<file path="src/rtl/aic_pkg.sv">
package aic_pkg;

  // Total low time of the interrupt in clock cycles.
  function automatic int unsigned pulse_cycles(input int unsigned div,
                                               input int unsigned ticks);
    return div * ticks;
  endfunction

  // Sticky flag: a set request beats a clear request.
  function automatic logic flag_next(input logic cur, input logic set,
                                     input logic clr);
    return set | (cur & ~clr);
  endfunction

  // Arm state after one cycle when no configuration write happens.
  function automatic logic arm_next(input logic armed, input logic hit,
                                    input logic repeat_mode);
    return armed & ~(hit & ~repeat_mode);
  endfunction

endpackage

</file>
<file path="src/rtl/aic_flag_bank.sv">
module aic_flag_bank #(
  parameter int NUM_ALARMS = 2
) (
  input  logic                  clk,
  input  logic                  rst_n,
  input  logic [NUM_ALARMS-1:0] match,
  input  logic                  rd_done,
  output logic [NUM_ALARMS-1:0] flag_q
);
  import aic_pkg::*;

  for (genvar gi = 0; gi < NUM_ALARMS; gi++) begin : g_flag
    always_ff @(posedge clk or negedge rst_n) begin
      if (!rst_n) flag_q[gi] <= 1'b0;
      else        flag_q[gi] <= flag_next(flag_q[gi], match[gi], rd_done);
    end
  end
endmodule

</file>
<file path="src/rtl/aic_arm_ctl.sv">
module aic_arm_ctl #(
  parameter int NUM_ALARMS = 2
) (
  input  logic                  clk,
  input  logic                  rst_n,
  input  logic [NUM_ALARMS-1:0] match,
  input  logic                  cfg_we,
  input  logic [NUM_ALARMS:0]   cfg_wdata,
  output logic [NUM_ALARMS-1:0] hit,
  output logic [NUM_ALARMS-1:0] armed_q,
  output logic                  repeat_q
);
  import aic_pkg::*;

  localparam int ModeBit = NUM_ALARMS;

  // A match qualifies only while its alarm is armed; armed implies enabled.
  assign hit = match & armed_q;

  always_ff @(posedge clk or negedge rst_n) begin
    if (!rst_n)      repeat_q <= 1'b0;
    else if (cfg_we) repeat_q <= cfg_wdata[ModeBit];
  end

  for (genvar gi = 0; gi < NUM_ALARMS; gi++) begin : g_arm
    always_ff @(posedge clk or negedge rst_n) begin
      if (!rst_n)      armed_q[gi] <= 1'b0;
      else if (cfg_we) armed_q[gi] <= cfg_wdata[gi];
      else             armed_q[gi] <= arm_next(armed_q[gi], hit[gi], repeat_q);
    end
  end
endmodule

</file>
<file path="src/rtl/aic_pulse_timer.sv">
module aic_pulse_timer #(
  parameter int TICK_DIV    = 50000,
  parameter int PULSE_TICKS = 25
) (
  input  logic clk,
  input  logic rst_n,
  input  logic trig,
  output logic start,
  output logic active_q
);
  localparam int DivW  = (TICK_DIV    > 1) ? $clog2(TICK_DIV)    : 1;
  localparam int TickW = (PULSE_TICKS > 1) ? $clog2(PULSE_TICKS) : 1;
  localparam logic [DivW-1:0]  DivLast  = DivW'(TICK_DIV - 1);
  localparam logic [TickW-1:0] TickLast = TickW'(PULSE_TICKS - 1);

  logic [DivW-1:0]  div_q;
  logic [TickW-1:0] tick_q;
  logic             tick_evt;
  logic             last_tick;

  // Triggers during an active pulse are dropped, never restarting it.
  assign start     = trig & ~active_q;
  assign tick_evt  = active_q & (div_q == DivLast);
  assign last_tick = tick_evt & (tick_q == TickLast);

  always_ff @(posedge clk or negedge rst_n) begin
    if (!rst_n) begin
      active_q <= 1'b0;
      div_q    <= '0;
      tick_q   <= '0;
    end else if (start) begin
      active_q <= 1'b1;
      div_q    <= '0;
      tick_q   <= '0;
    end else if (active_q) begin
      if (tick_evt) begin
        div_q <= '0;
        if (last_tick) active_q <= 1'b0;
        else           tick_q   <= tick_q + 1'b1;
      end else begin
        div_q <= div_q + 1'b1;
      end
    end
  end
endmodule

</file>
<file path="src/rtl/dual_alarm_irq.sv">
module dual_alarm_irq #(
  parameter int NUM_ALARMS  = 2,
  parameter int TICK_DIV    = 50000,
  parameter int PULSE_TICKS = 25
) (
  input  logic                  clk,
  input  logic                  rst_n,
  input  logic [NUM_ALARMS-1:0] match,
  input  logic                  cfg_we,
  input  logic [NUM_ALARMS:0]   cfg_wdata,
  input  logic                  rd_done,
  output logic [NUM_ALARMS-1:0] flags,
  output logic                  irq_n,
  output logic                  irq_oe
);
  logic [NUM_ALARMS-1:0] hit;
  logic [NUM_ALARMS-1:0] armed_q;
  logic                  repeat_q;
  logic                  any_hit;
  logic                  pulse_start;
  logic                  pulse_active;

  aic_flag_bank #(.NUM_ALARMS(NUM_ALARMS)) flags_i (
    .clk(clk), .rst_n(rst_n), .match(match), .rd_done(rd_done),
    .flag_q(flags)
  );

  aic_arm_ctl #(.NUM_ALARMS(NUM_ALARMS)) arm_i (
    .clk(clk), .rst_n(rst_n), .match(match), .cfg_we(cfg_we),
    .cfg_wdata(cfg_wdata), .hit(hit), .armed_q(armed_q), .repeat_q(repeat_q)
  );

  // Simultaneous hits fold into one trigger.
  assign any_hit = |hit;

  aic_pulse_timer #(.TICK_DIV(TICK_DIV), .PULSE_TICKS(PULSE_TICKS)) timer_i (
    .clk(clk), .rst_n(rst_n), .trig(any_hit),
    .start(pulse_start), .active_q(pulse_active)
  );

  assign irq_n  = ~pulse_active;
  assign irq_oe = pulse_active;
endmodule

</file>
<file path="config.mk">
export PLATFORM = sky130hd
export DESIGN_NAME = dual_alarm_irq
export DESIGN_NICKNAME = d
export VERILOG_FILES = /design/src/rtl/aic_pkg.sv /design/src/rtl/aic_flag_bank.sv /design/src/rtl/aic_arm_ctl.sv /design/src/rtl/aic_pulse_timer.sv /design/src/rtl/dual_alarm_irq.sv
export SDC_FILE = /design/constraint.sdc
export NUM_CORES = 1
export LEC_CHECK = 0
export ABC_CLOCK_PERIOD_IN_PS = 2400
export BUFFER_PORTS_ARGS = -buffer_cell sky130_fd_sc_hd__buf_2
export CORE_UTILIZATION = 58
export CTS_CLUSTER_SIZE = 10
export DETAILED_ROUTE_END_ITERATION = 16
export PLACE_DENSITY = 0.89
export SETUP_SLACK_MARGIN = 0.05
export SLEW_MARGIN = 10
export SYNTH_ARGS = -nofsm -noshare
export SYNTH_HDL_FRONTEND = slang
export SYNTH_HIERARCHICAL = 1
export SYNTH_SLANG_ARGS = --single-unit
</file>
<file path="constraint.sdc">
create_clock -name clk -period 2.4 [get_ports clk]
set_input_delay 0.48 -clock clk [delete_from_list [all_inputs] [get_ports clk]]
set_output_delay 0.48 -clock clk [all_outputs]
set_load 0.005 [all_outputs]
</file>
# Word level (Yosys, flattened, before mapping)
# Cells that the tools add are included.
[classes]
muxes = 13
eq_ne = 3
addsub = 2
n_reduce_logical = 4
bitwise = 17
[ops]
columns = ["cell", "count"]
rows = [
  ["two-way mux 16 bit", 3],
  ["two-way mux 5 bit", 4],
  ["adder 16 x 1 -> 16 bit, second input constant", 1],
  ["equality test 16 bit, second input constant", 1],
  ["bitwise AND 1 bit", 9],
  ["two-way mux 1 bit", 6],
  ["adder 5 x 1 -> 5 bit, second input constant", 1],
  ["equality test 5 bit, second input constant", 1],
  ["inverter 1 bit", 5],
  ["nonzero test 2 bit", 2],
  ["AND reduction 3 bit", 1],
  ["bitwise AND 2 bit", 1],
  ["!= test 2 bit, second input constant", 1],
  ["bitwise OR 1 bit", 2],
  ["OR reduction 2 bit", 1],
]
[totals]
output_inout_bits = 4
elab_cells = 47
inputBits = 9
ff_bits = 27

# Depth between registers and ports, before layout
[depth]
word_depth = 7
mapped_depth = 6
depth_no_buf = 6

# Hierarchy
# Netlist, hierarchy kept.
[modules_own_cells]
columns = ["module", "area_per_inst_um2", "cells_each", "n_inst", "seq_area_each_um2"]
rows = [
  ["aic_pulse_timer", 1263.7, 133, 1, 550.5],
  ["aic_arm_ctl", 145.1, 14, 1, 75.1],
  ["aic_flag_bank", 68.8, 5, 1, 50.0],
  ["dual_alarm_irq", 10.0, 2, 1, 0.0],
]

# Worst setup path after synthesis
# OpenSTA, ideal clock, no wires.
[synth_path]
path_kind = "reg2reg"
start = "register timer_i.div_q[13]"
end = "register timer_i.div_q[12]"
arrival_time_ns = 1.984
setup_slack_ns = 0.298
t_required_ns = 2.282
synth_period_minus_slack_ns = 2.102
path_stages_with_launch = 6
path_buffers = 1
setup_time_ns = 0.118
cell_sequence = "dfrtp_1 -> or4_4 -> or4_4 -> buf_6 -> a31o_1 -> a21o_1"
[synth_via]
elab_chain_len = 5
[synth_rtl]
columns = ["item", "line_no", "text"]
rows = [
  ["from (decl)", "aic_pulse_timer.sv:16", "logic [DivW-1:0] div_q;"],
  ["from (signal assigned)", "aic_pulse_timer.sv:41", "div_q <= div_q + 1'b1;"],
  ["equality test 16 bit", "aic_pulse_timer.sv:23", "assign tick_evt = active_q & (div_q == DivLast);"],
  ["bitwise AND 1 bit", "aic_pulse_timer.sv:23", ""],
  ["two-way mux 16 bit", "aic_pulse_timer.sv:36", "if (tick_evt) begin"],
  ["two-way mux 16 bit", "aic_pulse_timer.sv:35", "end else if (active_q) begin"],
  ["two-way mux 16 bit", "aic_pulse_timer.sv:31", "end else if (start) begin"],
]
# No other way between the ends. The select of a mux whose other input is x is not followed.
# A chain may end at the register's enable or synchronous reset.

# Worst setup path after layout
[layout_path]
start = "register timer_i.div_q[12]"
end = "register timer_i.div_q[12]"
[layout_via]
elab_chain_len = 5
elab_cells_between_ends = 6
classes_between = "add/sub (1); eq/ne (1); mux (3); bitwise (1)"
[layout_rtl]
columns = ["item", "line_no"]
rows = [
  ["branches (longest 2 deep; another with adder 16 x 1 -> 16 bit)", "n/a"],
  ["two-way mux 16 bit *", "aic_pulse_timer.sv:36"],
  ["two-way mux 16 bit *", "aic_pulse_timer.sv:35"],
  ["two-way mux 16 bit *", "aic_pulse_timer.sv:31"],
]
# Every way passes the cells marked *. The select of a mux whose other input is x is not followed.

==> summary.md <==
| Metric | Value |
|---|---|
| Outcome | `finished, final reports clean` |
| # rows | `17` |
| Number of global-route vias before repair | `1144` |
| Clock slew at reported path FFs | `0.14 ns` |
| Die area | `2760 um2` |
| Switching pwr | `0.000421 W` |
| Int Pwr | `0.000775 W` |
| Max_cap viols | `0` |
| Comb pwr share | `0.262` |
| Net Count, Synth | `165` |
| PD cells | `754 nW/um2` |
| Detailed-route wire length | `2930 um` |
| Most common cell after layout, fill and taps aside | `dfrtp_1` |
| Worst EP required | `2.63 ns` |
| Worst skew pair latency | `0.32 ns` |
| LEAKAGE | `0.675 nW` |
| Avg Cell Area, Syn | `9.70 um2` |
| Reg power frac | `0.577` |
| Cts repair resizes | `0` |
| Most frequent cells in the layout | `dfrtp_1, nand2_1, buf_2, nand3_1, nor2_1` |
| Via count | `1180` |
| Worst R2R Path Depth | `4` |
| Gr usage total | `0.247` |
| R2r endpoint | `timer_i/div_q[12]` |
| Gr ovfl total | `0` |
| PnR worst setup slack | `0.250 ns` |
| Hold Vio Cnt, Final | `0` |
| Clock Skew | `0.00240 ns` |
| CTS buffer count | `3` |
| Slowest CP cell | `or4_4` |
| Initial Util | `0.640` |
| Critical path class | `reg2reg` |
| Worst slew pin tran | `0.641 ns` |
| H-tree levels | `1` |
| # hold bufs at CTS | `0` |
| FMAX | `0.465 GHz` |
| Maximum clock insertion buffer count | `2` |
| Port Buffer Count | `12` |
| Drt wl/cell | `15.0 um` |
| Worst Setup End Kind | `register` |
| P&R area growth vs syn | `6.83%` |
| First-pass GRT wire length | `4940 um` |
| Core Util, Final | `0.684` |
| Cell count after synthesis | `153` |
| Final Cycle Share | `0.896` |
| Chip height | `52.6 um` |
| Largest net degree at the start of global routing | `28` |
| Via density | `6.05` |
| DP HPWL | `2150 um` |
| Max VDD drop | `0.000558 V` |
| Max stage delay on crit path | `0.61 ns` |
| TritonCTS clock tree | `yes` |
| Final Power | `0.00120 W` |
| Filler instances | `176` |
| Die W | `52.6 um` |
| Clock network power share | `0.161` |
| RSZ-0062 raised after global routing | `no` |
| Mapped cell area | `1480 um2` |
| CTS root buffer | `clkbuf_4` |
| Worst slack, placed | `0.276 ns` |
| Initial antenna violation count | `0` |
| Final nets | `180` |
| Final TNS setup | `0 ns` |
| Hold Path Class | `in2async` |
| Critical path, cell by cell | `or4b_4 > or4_4 > a31o_1 > a21o_1` |
| Final Critical Period | `2.15 ns` |
| N_diodes | `0` |
| Detailed Routing Iterations Pass 1 | `4` |
| Register area | `676 um2` |
| Io pins | `13` |
| Worst Path Max Fanout | `9` |
| GP Congestion | `0.858` |
| CP startpoint kind | `register` |
| Yosys Warn Count | `6` |
| Clock sinks | `27` |
| Crit path DAT | `2.38 ns` |
| R2R Setup Slk | `0.25 ns` |
| Slew Limit Headroom | `0.572` |
| Initial DRC Count | `61` |
| DRC viols | `0` |
| Area taken by multi-input logic gates | `736 um2` |
| Post-DRT Antenna Nets | `0` |
| Layout cells sized above 1 | `0.162` |
| Switch share | `0.352` |
| Setup-failing EPs final | `0` |
| Core area | `2320 um2` |
| Postcts setup bufs | `0` |
| Worst r2r src | `timer_i/div_q[12]` |
| Final Max Slew Viols | `0` |
[metrics by stage]
stage / hold slack (ns) / instances / cell area, um2
finish: 0.136 / 195 / 1590
global route: 0.169 / 195 / 1590
CTS: 0.148 / 195 / 1590
detailed placement: 0.475 / 191 / 1560
global placement: 0.454 / 191 / 1560
floorplan: 0.184 / 153 / 1480
[power groups by stage]
stage / Sequential (W) / Clock, W / Combinational, W
floorplan: 0.000652 / 0 / 0.000259
global placement: 0.000684 / 0 / 0.000285
detailed placement: 0.000695 / 0 / 0.000308
CTS: 0.000686 / 0.000201 / 0.000314
global route: 0.000703 / 0.000218 / 0.000351
finish: 0.000690 / 0.000193 / 0.000313
[sequential cells by signal, indices dropped and copies added, names as in the netlist]
name              flops
arm_i/armed_q         2
flags_i/flag_q        2
arm_i/repeat_q        1
timer_i/tick_q        5
timer_i/active_q      1
timer_i/div_q        16
[layer usage]
metal / wire length [um] / GRT usage / up-vias / part of all wire
met3: 170 / 0.0377 / 4 / 0.058
met1: 1290 / 0.313 / 544 / 0.44
met4: 32 / 0.105 / 0 / 0.011
met2: 1450 / 0.416 / 53 / 0.49
li1: - / - / 579 / -
met5: 0 / 0 / - / 0
[area by class of cell]
type / count / share of cell area
clock buffers: 4 / 0.0166
flip-flops and latches: 27 / 0.426
multi-input cells: 112 / 0.464
repair buffers: 14 / 0.0474
well taps: 28 / 0.0221
inverters: 10 / 0.0237
[worst max-delay path, delay by kind of cell, from the launching register on]
family	cells	cell delay, ns
AND/OR/NAND/NOR	2	1.20
flip-flops	1	0.46
AO/OA/AOI/OAI	2	0.39
[worst max-delay path by stage]
stage / start / to / slack, ns / depth (start not counted)
6_report: timer_i/div_q[12] / timer_i/div_q[12] / 0.25 / 4
5_1_grt: timer_i/div_q[12] / timer_i/div_q[3] / 0.17 / 4
4_1_cts: timer_i/div_q[12] / timer_i/div_q[12] / 0.25 / 4
3_5_place_dp: timer_i/div_q[12] / timer_i/div_q[12] / 0.28 / 4
3_3_place_gp: timer_i/div_q[12] / timer_i/div_q[12] / 0.31 / 4
2_1_floorplan: timer_i/div_q[13] / timer_i/div_q[12] / 0.30 / 5
No activity file was read; power rests on OpenSTA's default activity.
